## src/rtl/stream_flusher.sv

```systemverilog
`timescale 1ns/1ps
module stream_flusher #(
  parameter int DATA_W       = 16,
  parameter bit FRAMED_START = 1'b1,
  parameter bit FRAMED_STOP  = 1'b1,
  parameter int DN_RL        = 0
) (
  input  logic              clk,
  input  logic              rst,
  input  logic              flush_en,
  input  logic              up_valid,
  output logic              up_ready,
  input  logic [DATA_W-1:0] up_data,
  input  logic              up_sop,
  input  logic              up_eop,
  output logic              dn_valid,
  input  logic              dn_ready,
  output logic [DATA_W-1:0] dn_data,
  output logic              dn_sop,
  output logic              dn_eop
);

  logic flushing_q;
  logic in_pkt_q;
  logic path_rdy;
  logic drop;
  logic flush_nxt;
  logic take;
  logic sop_in;

  generate
    if (DN_RL == 1) begin : g_rl1
      logic rdy_q;
      always_ff @(posedge clk or posedge rst)
        if (rst) rdy_q <= 1'b0;
        else     rdy_q <= dn_ready;
      assign path_rdy = rdy_q;
    end else begin : g_rl0
      assign path_rdy = dn_ready;
    end
  endgenerate

  assign sop_in = up_valid && up_sop && !flush_en;

  always_comb begin
    if (flushing_q)
      drop = FRAMED_STOP ? !sop_in : flush_en;
    else
      drop = flush_en && (!FRAMED_START || !in_pkt_q);
    if (FRAMED_STOP && flushing_q)
      flush_nxt = !(sop_in && path_rdy);
    else
      flush_nxt = drop;
  end

  assign up_ready = drop ? 1'b1 : path_rdy;
  assign dn_valid = up_valid && !drop && ((DN_RL == 1) ? path_rdy : 1'b1);
  assign dn_data  = up_data;
  assign dn_sop   = up_sop;
  assign dn_eop   = up_eop;
  assign take     = up_valid && up_ready;

  always_ff @(posedge clk or posedge rst) begin
    if (rst) begin
      flushing_q <= 1'b0;
      in_pkt_q   <= 1'b0;
    end else begin
      flushing_q <= flush_nxt;
      if (take) begin
        if (up_eop)      in_pkt_q <= 1'b0;
        else if (up_sop) in_pkt_q <= 1'b1;
      end
    end
  end

  p_discard_r1: assert property (@(posedge clk) disable iff (rst)
    (flushing_q && flush_en && up_valid) |-> (up_ready && !dn_valid));

  p_ready_high_r2: assert property (@(posedge clk) disable iff (rst)
    (flushing_q && flush_en) |-> up_ready);

  p_immediate_start_r3: assert property (@(posedge clk) disable iff (rst)
    (!FRAMED_START && flush_en && up_valid) |-> !dn_valid);

  p_tail_passes_r4: assert property (@(posedge clk) disable iff (rst)
    (FRAMED_START && DN_RL == 0 && !flushing_q && in_pkt_q && up_valid) |-> dn_valid);

  p_immediate_stop_r5: assert property (@(posedge clk) disable iff (rst)
    (!FRAMED_STOP && DN_RL == 0 && !flush_en) |-> (dn_valid == up_valid && up_ready == dn_ready));

  p_hold_until_sop_r6: assert property (@(posedge clk) disable iff (rst)
    (FRAMED_STOP && flushing_q && up_valid && !up_sop) |-> !dn_valid);

  p_sop_forwarded_r6: assert property (@(posedge clk) disable iff (rst)
    (FRAMED_STOP && DN_RL == 0 && flushing_q && !flush_en && up_valid && up_sop) |-> dn_valid);

  p_latency_one_r8: assert property (@(posedge clk) disable iff (rst)
    (DN_RL == 1 && dn_valid) |-> $past(dn_ready));

endmodule

```

## config.mk

```make
export PLATFORM = sky130hd
export DESIGN_NAME = stream_flusher
export DESIGN_NICKNAME = d
export VERILOG_FILES = /design/src/rtl/stream_flusher.sv
export SDC_FILE = /design/constraint.sdc
export NUM_CORES = 1
export LEC_CHECK = 0
export ABC_AREA = 1
export BUFFER_PORTS_ARGS = -buffer_cell sky130_fd_sc_hd__buf_2
export CORE_AREA = 2 2 39 41
export CTS_CLUSTER_DIAMETER = 80
export DETAILED_ROUTE_END_ITERATION = 10
export DIE_AREA = 0 0 41 43
export RECOVER_POWER = 100
export SETUP_SLACK_MARGIN = 0.1
export SLEW_MARGIN = 5
export SYNTH_ARGS = -nofsm -noshare
export SYNTH_HDL_FRONTEND = slang
export SYNTH_SLANG_ARGS = --single-unit
export TNS_END_PERCENT = 30
```

## constraint.sdc

```tcl
create_clock -name clk -period 1.8 [get_ports clk]
set_input_delay 0.36 -clock clk [delete_from_list [all_inputs] [get_ports clk]]
set_output_delay 0.36 -clock clk [all_outputs]
set_load 0.02 [all_outputs]
```

==> run_results.csv, run 1 <==
group,metric,value,unit
route,drt_iter0_markers,2,
finish,layout_commonest_cell,"buf_2",
timing,fin_crit_sh,86.42,%
place,place_congestion,0.5215,
cts,htree_levels,1,
timing,timing.slew.headroom,83.40,%
route,num_vias,165,
place,pre_cts_slack,461.3,ps
worst_setup_path,cp_data_arrival_time,1200,ps
global_routing,first_global_vias,156,
cts,cts_buffers,3,
timing,finalSetupTns,0,ps
cts,cts_resized,0,
power_and_ir_drop,power.leakage,0.1419,nW
finish,layout_common_cells,"7 x buf_2, 6 x inv_1, 4 x nand2_1",
yosys,synth_nets,60,
cts,clkTransAtPathRegs,30,ps
floorplanning,dieWidth,41,um
timing,period_minus_slack,1556,ps
yosys,yosys_warnings,0,
route,drcViolationCount,0,
yosys,postSynthCellCount,37,
power_and_ir_drop,pwr_density_cell,787.2,nW/um^2
yosys,yosysSeqAreaShare,17.32,%
timing,finalSetupViolCount,0,
finish,fillers,157,
floorplanning,dieArea,1763,um^2
global_routing,grt_max_degree,4,
floorplanning,io_pins,43,
route,firstDrtPassIters,2,
finish,diodes,0,
yosys,syn_avg_cell_area,7.812,um^2
worst_setup_path,crit_type,"reg2out",
timing,rsz0062_at_grt,"false",
finish,nets,58,
worst_setup_path,critPathCaptureType,"primary output",
timing,fmaxAchievable,642.9,MHz
floorplanning,core_area,1384,um^2
route,via_per_inst,3.367,
cts,clock_latency,220,ps
cts,cts_tree,"yes",
cts,cts_sinks,2,
global_routing,grt_pass1_wl,531,um
place,io_buffers,10,
global_routing,antenna_found_initial,0,
floorplanning,rows,14,
cts,cts_root_buffer,"clkbuf_4",
yosys,synth.distinct_cells,10,
finish,layout-drive-gt1-share,45.45,%
global_routing,grt_usage,5.321,%
timing,holdWs,372.2,ps
global_routing,grt-ovfl-total,0,
cts,post_cts_buffers,0,
worst_setup_path,start_kind,"flop",
power_and_ir_drop,peakVddDrop,124.4,uV
floorplanning,initial_core_util,20.89,%
route,post_drt_wl_per_cell,8.592,um
timing,tightest_slew,250.1,ps
timing,finClkSkew,0.7767,ps
cts,cts_max_path_buffers,2,
timing,slew_viol_final,0,
finish,area_growth,-16.02,%
yosys,ys_ff_latch,2,
worst_setup_path,worstPathMaxFanout,3,
timing,fin_ws,244.5,ps
timing,hold_violations,0,
worst_setup_path,critPathRequiredTime,1440,ps
route,ant_nets,0,
outcome,run_status,"finished, final reports clean",
route,wl,421,um
floorplanning,die_h,43,um
flow_run,drv_cap,0,
worst_hold_path,hold_class,"in2reg",
yosys,syn_area,289.0,um^2
[metrics by stage]
step | instance area (um^2) | utilization [%] | power [W] | instances
3_3_place_gp | 224.0 | 16.18 | 0.00009233 | 45
5_1_grt | 242.7 | 17.54 | 0.0002012 | 49
6_report | 242.7 | 17.54 | 0.0001911 | 49
3_5_place_dp | 224.0 | 16.18 | 0.00009303 | 45
2_1_floorplan | 289.0 | - | 0.0001328 | 37
4_1_cts | 256.5 | 18.54 | 0.0002012 | 49
[worst max-delay path, cell delays in order (launching register included)]
cell and delay, ps:
dfrtp_1 380, inv_1 90, nand2_2 40, nand2_1 120
and3_2 190, buf_2 150
[synthesized netlist by cell type (all sizes together)]
| master | number | share of area (%) |
|---|---|---|
| and3 | 1 | 2.6 |
| buf | 18 | 47 |
| inv | 6 | 7.8 |
| nand3 | 2 | 7.8 |
| nand2 | 7 | 15 |
| o211ai | 1 | 2.6 |
| dfrtp | 2 | 17 |
[logic make-up (layout without fill, tap and decap cells)]
group                  Yosys count  after routing  synth area share [%]
AOI/OAI and AO/OA                1              1                 2.598
and+or+nand+nor                 10             10                 25.54
DFF                              2              2                 17.32
buffers and inverters           24             20                 54.55
[power by group]
part           total (W)  switching, W  internal [W]
clock network   0.000101     0.0000274     0.0000738
registers      0.0000523    0.00000278     0.0000495
logic          0.0000375     0.0000223     0.0000153
[flip-flops by register name (all words and copies together), names as in the netlist]
| signal | flops |
|---|---|
| flushing_q | 1 |
| in_pkt_q | 1 |
[layer usage]
metal	track usage (%)	vias up	share of wire, %
met1	3.215	71	35
met2	6.563	8	47
met3	4.188	2	16
li1	-	84	-
met4	9.333	0	2.1
met5	0	-	0
[area by class of cell]
| type | count | area (um^2) | area share, % |
|---|---|---|---|
| multi-input cells | 11 | 71.32 | 29.38 |
| repair buffers | 11 | 56.30 | 23.20 |
| flip-flops and latches | 2 | 50.05 | 20.62 |
| clock buffers | 3 | 22.52 | 9.278 |
| inverters | 6 | 22.52 | 9.278 |
| well taps | 16 | 20.02 | 8.247 |
[path summary, 6_finish.rpt]
path / start / endpoint / slack [ps] / cells past startpoint
worst max-delay path: flushing_q / dn_valid / 240 / 5
max in group asynchronous: rst / in_pkt_q / 1170 / 3
worst max register to register: flushing_q / in_pkt_q / 790 / 8
worst min register to register: in_pkt_q / in_pkt_q / 560 / 4
min in group asynchronous: rst / flushing_q / 520 / 3
worst min-delay path: dn_ready / flushing_q / 370 / 2
[timing repair]
action                                  4_1_cts  5_1_grt
hold buffers                                  1        0
endpoints found under the setup margin        0        0
hold endpoints to repair                      2        0
No activity file was read; power rests on OpenSTA's default activity.
==> run 2, diff against run 1 <==
ABC_AREA = default   (was 1)
==> run_results.csv, run 2 <==
group,metric,value,unit
cts,htree_levels,1,
route,num_vias,192,
timing,finalSetupViolCount,0,
yosys,synthTopCellsByCount,"18 x buf_4, 3 x a21oi_1, 3 x inv_1",
yosys,synth_compound_area_share,18.35,%
yosys,yosys-top-cells-area,"buf_4 50%, dfrtp_1 18%, a21oi_1 5.5%",
finish,stdcell_count,49,
yosys,yosys_warnings,0,
yosys,synth_top_cell_by_area,"buf_4",
worst_setup_path,worstPathMaxFanout,5,
yosys,muxShareOfSynthArea,0,%
route,wl,467,um
worst_setup_path,crit_chain,"nor2b_1 > o21a_1 > clkbuf_1",
finish,diodes,0,
finish,layout-drive-gt1-share,27.27,%
floorplanning,initial_core_util,19.71,%
timing,finClkSkew,2.357,ps
yosys,postSynthCellCount,37,
yosys,synth_top_family_by_area,"buffers and inverters",
yosys,yosysSeqAreaShare,18.35,%
global_routing,grt_max_degree,6,
worst_setup_path,cpPeakStageDelay,400,ps
timing,finalSetupTns,0,ps
yosys,syn_area,272.8,um^2
worst_setup_path,cp_num_cells,3,
timing,hold_violations,0,
place,io_buffers,10,
yosys,ys_async_sr_fraction,100.0,%
worst_setup_path,crit_path_top_delay_cell,"dfrtp_1",
cts,cts_sinks,2,
worst_setup_path,start_kind,"flop",
yosys,synth-edff-count,0,
global_routing,antenna_found_initial,0,
cts,clkTransAtPathRegs,30,ps
cts,cts_max_path_buffers,2,
power_and_ir_drop,power,0.0002745,W
timing,timing.slew.headroom,83.55,%
yosys,synth.top_cell.area_share,49.54,%
finish,reg_top3,"flushing_q (1), in_pkt_q (1)",
yosys,synth-simple-area-share,9.633,%
timing,slew_viol_final,0,
yosys,synth_nets,60,
worst_hold_path,hold_depth,3,
timing,fin_crit_sh,88.36,%
worst_setup_path,critPathCaptureType,"primary output",
yosys,ys_ff_latch,2,
route,post_drt_wl_per_cell,9.531,um
cts,cts_tree,"yes",
worst_setup_path,crit_type,"reg2out",
global_routing,grt_usage,5.829,%
power_and_ir_drop,power.leakage,0.1104,nW
floorplanning,dieArea,1763,um^2
yosys,synth.distinct_cells,13,
worst_hold_path,hold_class,"in2reg",
floorplanning,rows,14,
worst_setup_path,crit_buf_inv,1,
worst_setup_path,critPathRequiredTime,1440,ps
timing,period_minus_slack,1591,ps
yosys,syn_avg_cell_area,7.372,um^2
cts,clock_latency,220,ps
floorplanning,die_h,43,um
floorplanning,core_area,1384,um^2
finish,layout_common_cells,"6 x buf_2, 4 x clkbuf_1, 3 x inv_1, 3 x a21oi_1, 3 x clkbuf_4",
finish,area_growth,-13.76,%
cts,cts_root_buffer,"clkbuf_4",
worst_setup_path,reg2reg_depth,2,
finish,layout_commonest_cell,"buf_2",
global_routing,first_global_vias,166,
timing,fmaxAchievable,628.7,MHz
power_and_ir_drop,peakVddDrop,401.1,uV
flow_run,drv_cap,0,
yosys,synth_ff_type,"dfrtp_1",
yosys,synthAdderAreaFrac,0,%
route,via_per_inst,3.918,
floorplanning,dieWidth,41,um
timing,rsz0062_at_grt,"false",
cts,cts_buffers,3,
worst_setup_path,crit_family,"flip-flops",
power_and_ir_drop,pwr_density_cell,1167,nW/um^2
route,firstDrtPassIters,2,
place,dp.cells,45,
outcome,run_status,"finished, final reports clean",
place,hpwl,362.6,um
route,drcViolationCount,0,
finish,nets,58,
yosys,synth-xor-area-share,0,%
route,ant_nets,0,
global_routing,grt_pass1_wl,607,um
timing,tightest_slew,247.9,ps
route,drt_iter0_markers,2,
global_routing,grt-ovfl-total,0,
yosys,yosysMostFrequentCell,"buf_4",
floorplanning,io_pins,43,
place,place_congestion,0.5772,
worst_setup_path,cp_data_arrival_time,1230,ps
==> run 2: cell count changes after synthesis, moves of 2 or more <==
cell	before	now
inv_1	6	3
nand2_2	4	0
a21oi_1	0	3
nor2_1	0	2
==> run 2: worst paths after layout <==
check                                 from    endpoint  slack (ps)
worst max-delay path            flushing_q    dn_valid         210
worst min-delay path                up_eop    in_pkt_q         450
worst max register to register    in_pkt_q    in_pkt_q         940
worst min register to register    in_pkt_q    in_pkt_q         550
max in group asynchronous              rst  flushing_q        1170
min in group asynchronous              rst    in_pkt_q         520
==> run 2: area by class of cell <==
cell class,count,area [um^2]
fillers,162,1149
multi-input cells,14,76.32
repair buffers,11,55.05
flip-flops and latches,2,50.05
clock buffers,3,22.52
well taps,16,20.02
inverters,3,11.26
==> run 2: kinds of logic (layout without fill, tap and decap cells) <==
logic type      after synthesis  in the layout
compound gates                8              8
simple gates                  6              6
buf+inv                      21             17
flops                         2              2
==> run 2: through the flow <==
stage          util (%)  hold WS (ps)  instance area, um^2  setup WS, ps
6_report          17.00         454.5                235.2         209.5
4_1_cts           17.36         444.8                240.2         258.0
3_5_place_dp      15.01         212.8                207.7         463.5
5_1_grt           17.00         453.4                235.2         115.0
2_1_floorplan         -         101.2                272.8         437.3
3_3_place_gp      15.01         214.0                207.7         457.2
==> run 2: power by group <==
part / total [W] / internal (W) / switching, W
clock: 0.0000984 / 0.0000735 / 0.0000249
sequential: 0.0000818 / 0.0000635 / 0.0000183
combinational: 0.0000943 / 0.0000396 / 0.0000547
total: 0.000274 / 0.000177 / 0.0000979
==> run 2: repair_timing <==
action                    4_1_cts  5_1_grt
gates resized for setup         0        0
buffers inserted                0        0
hold endpoints to repair        2        0
hold buffers                    1        0
==> run 2: routing by layer <==
layer,GRT usage (%),vias to the layer above,routed length [um]
li1,-,94,-
met1,5.484,84,218
met2,6.563,14,183
met3,5.236,0,65
met4,6.667,0,0
met5,0,-,0
==> run 2: worst min-delay path: stages <==
cell	delay, ps
buf_2	100
nand2_1	50
a32o_1	120
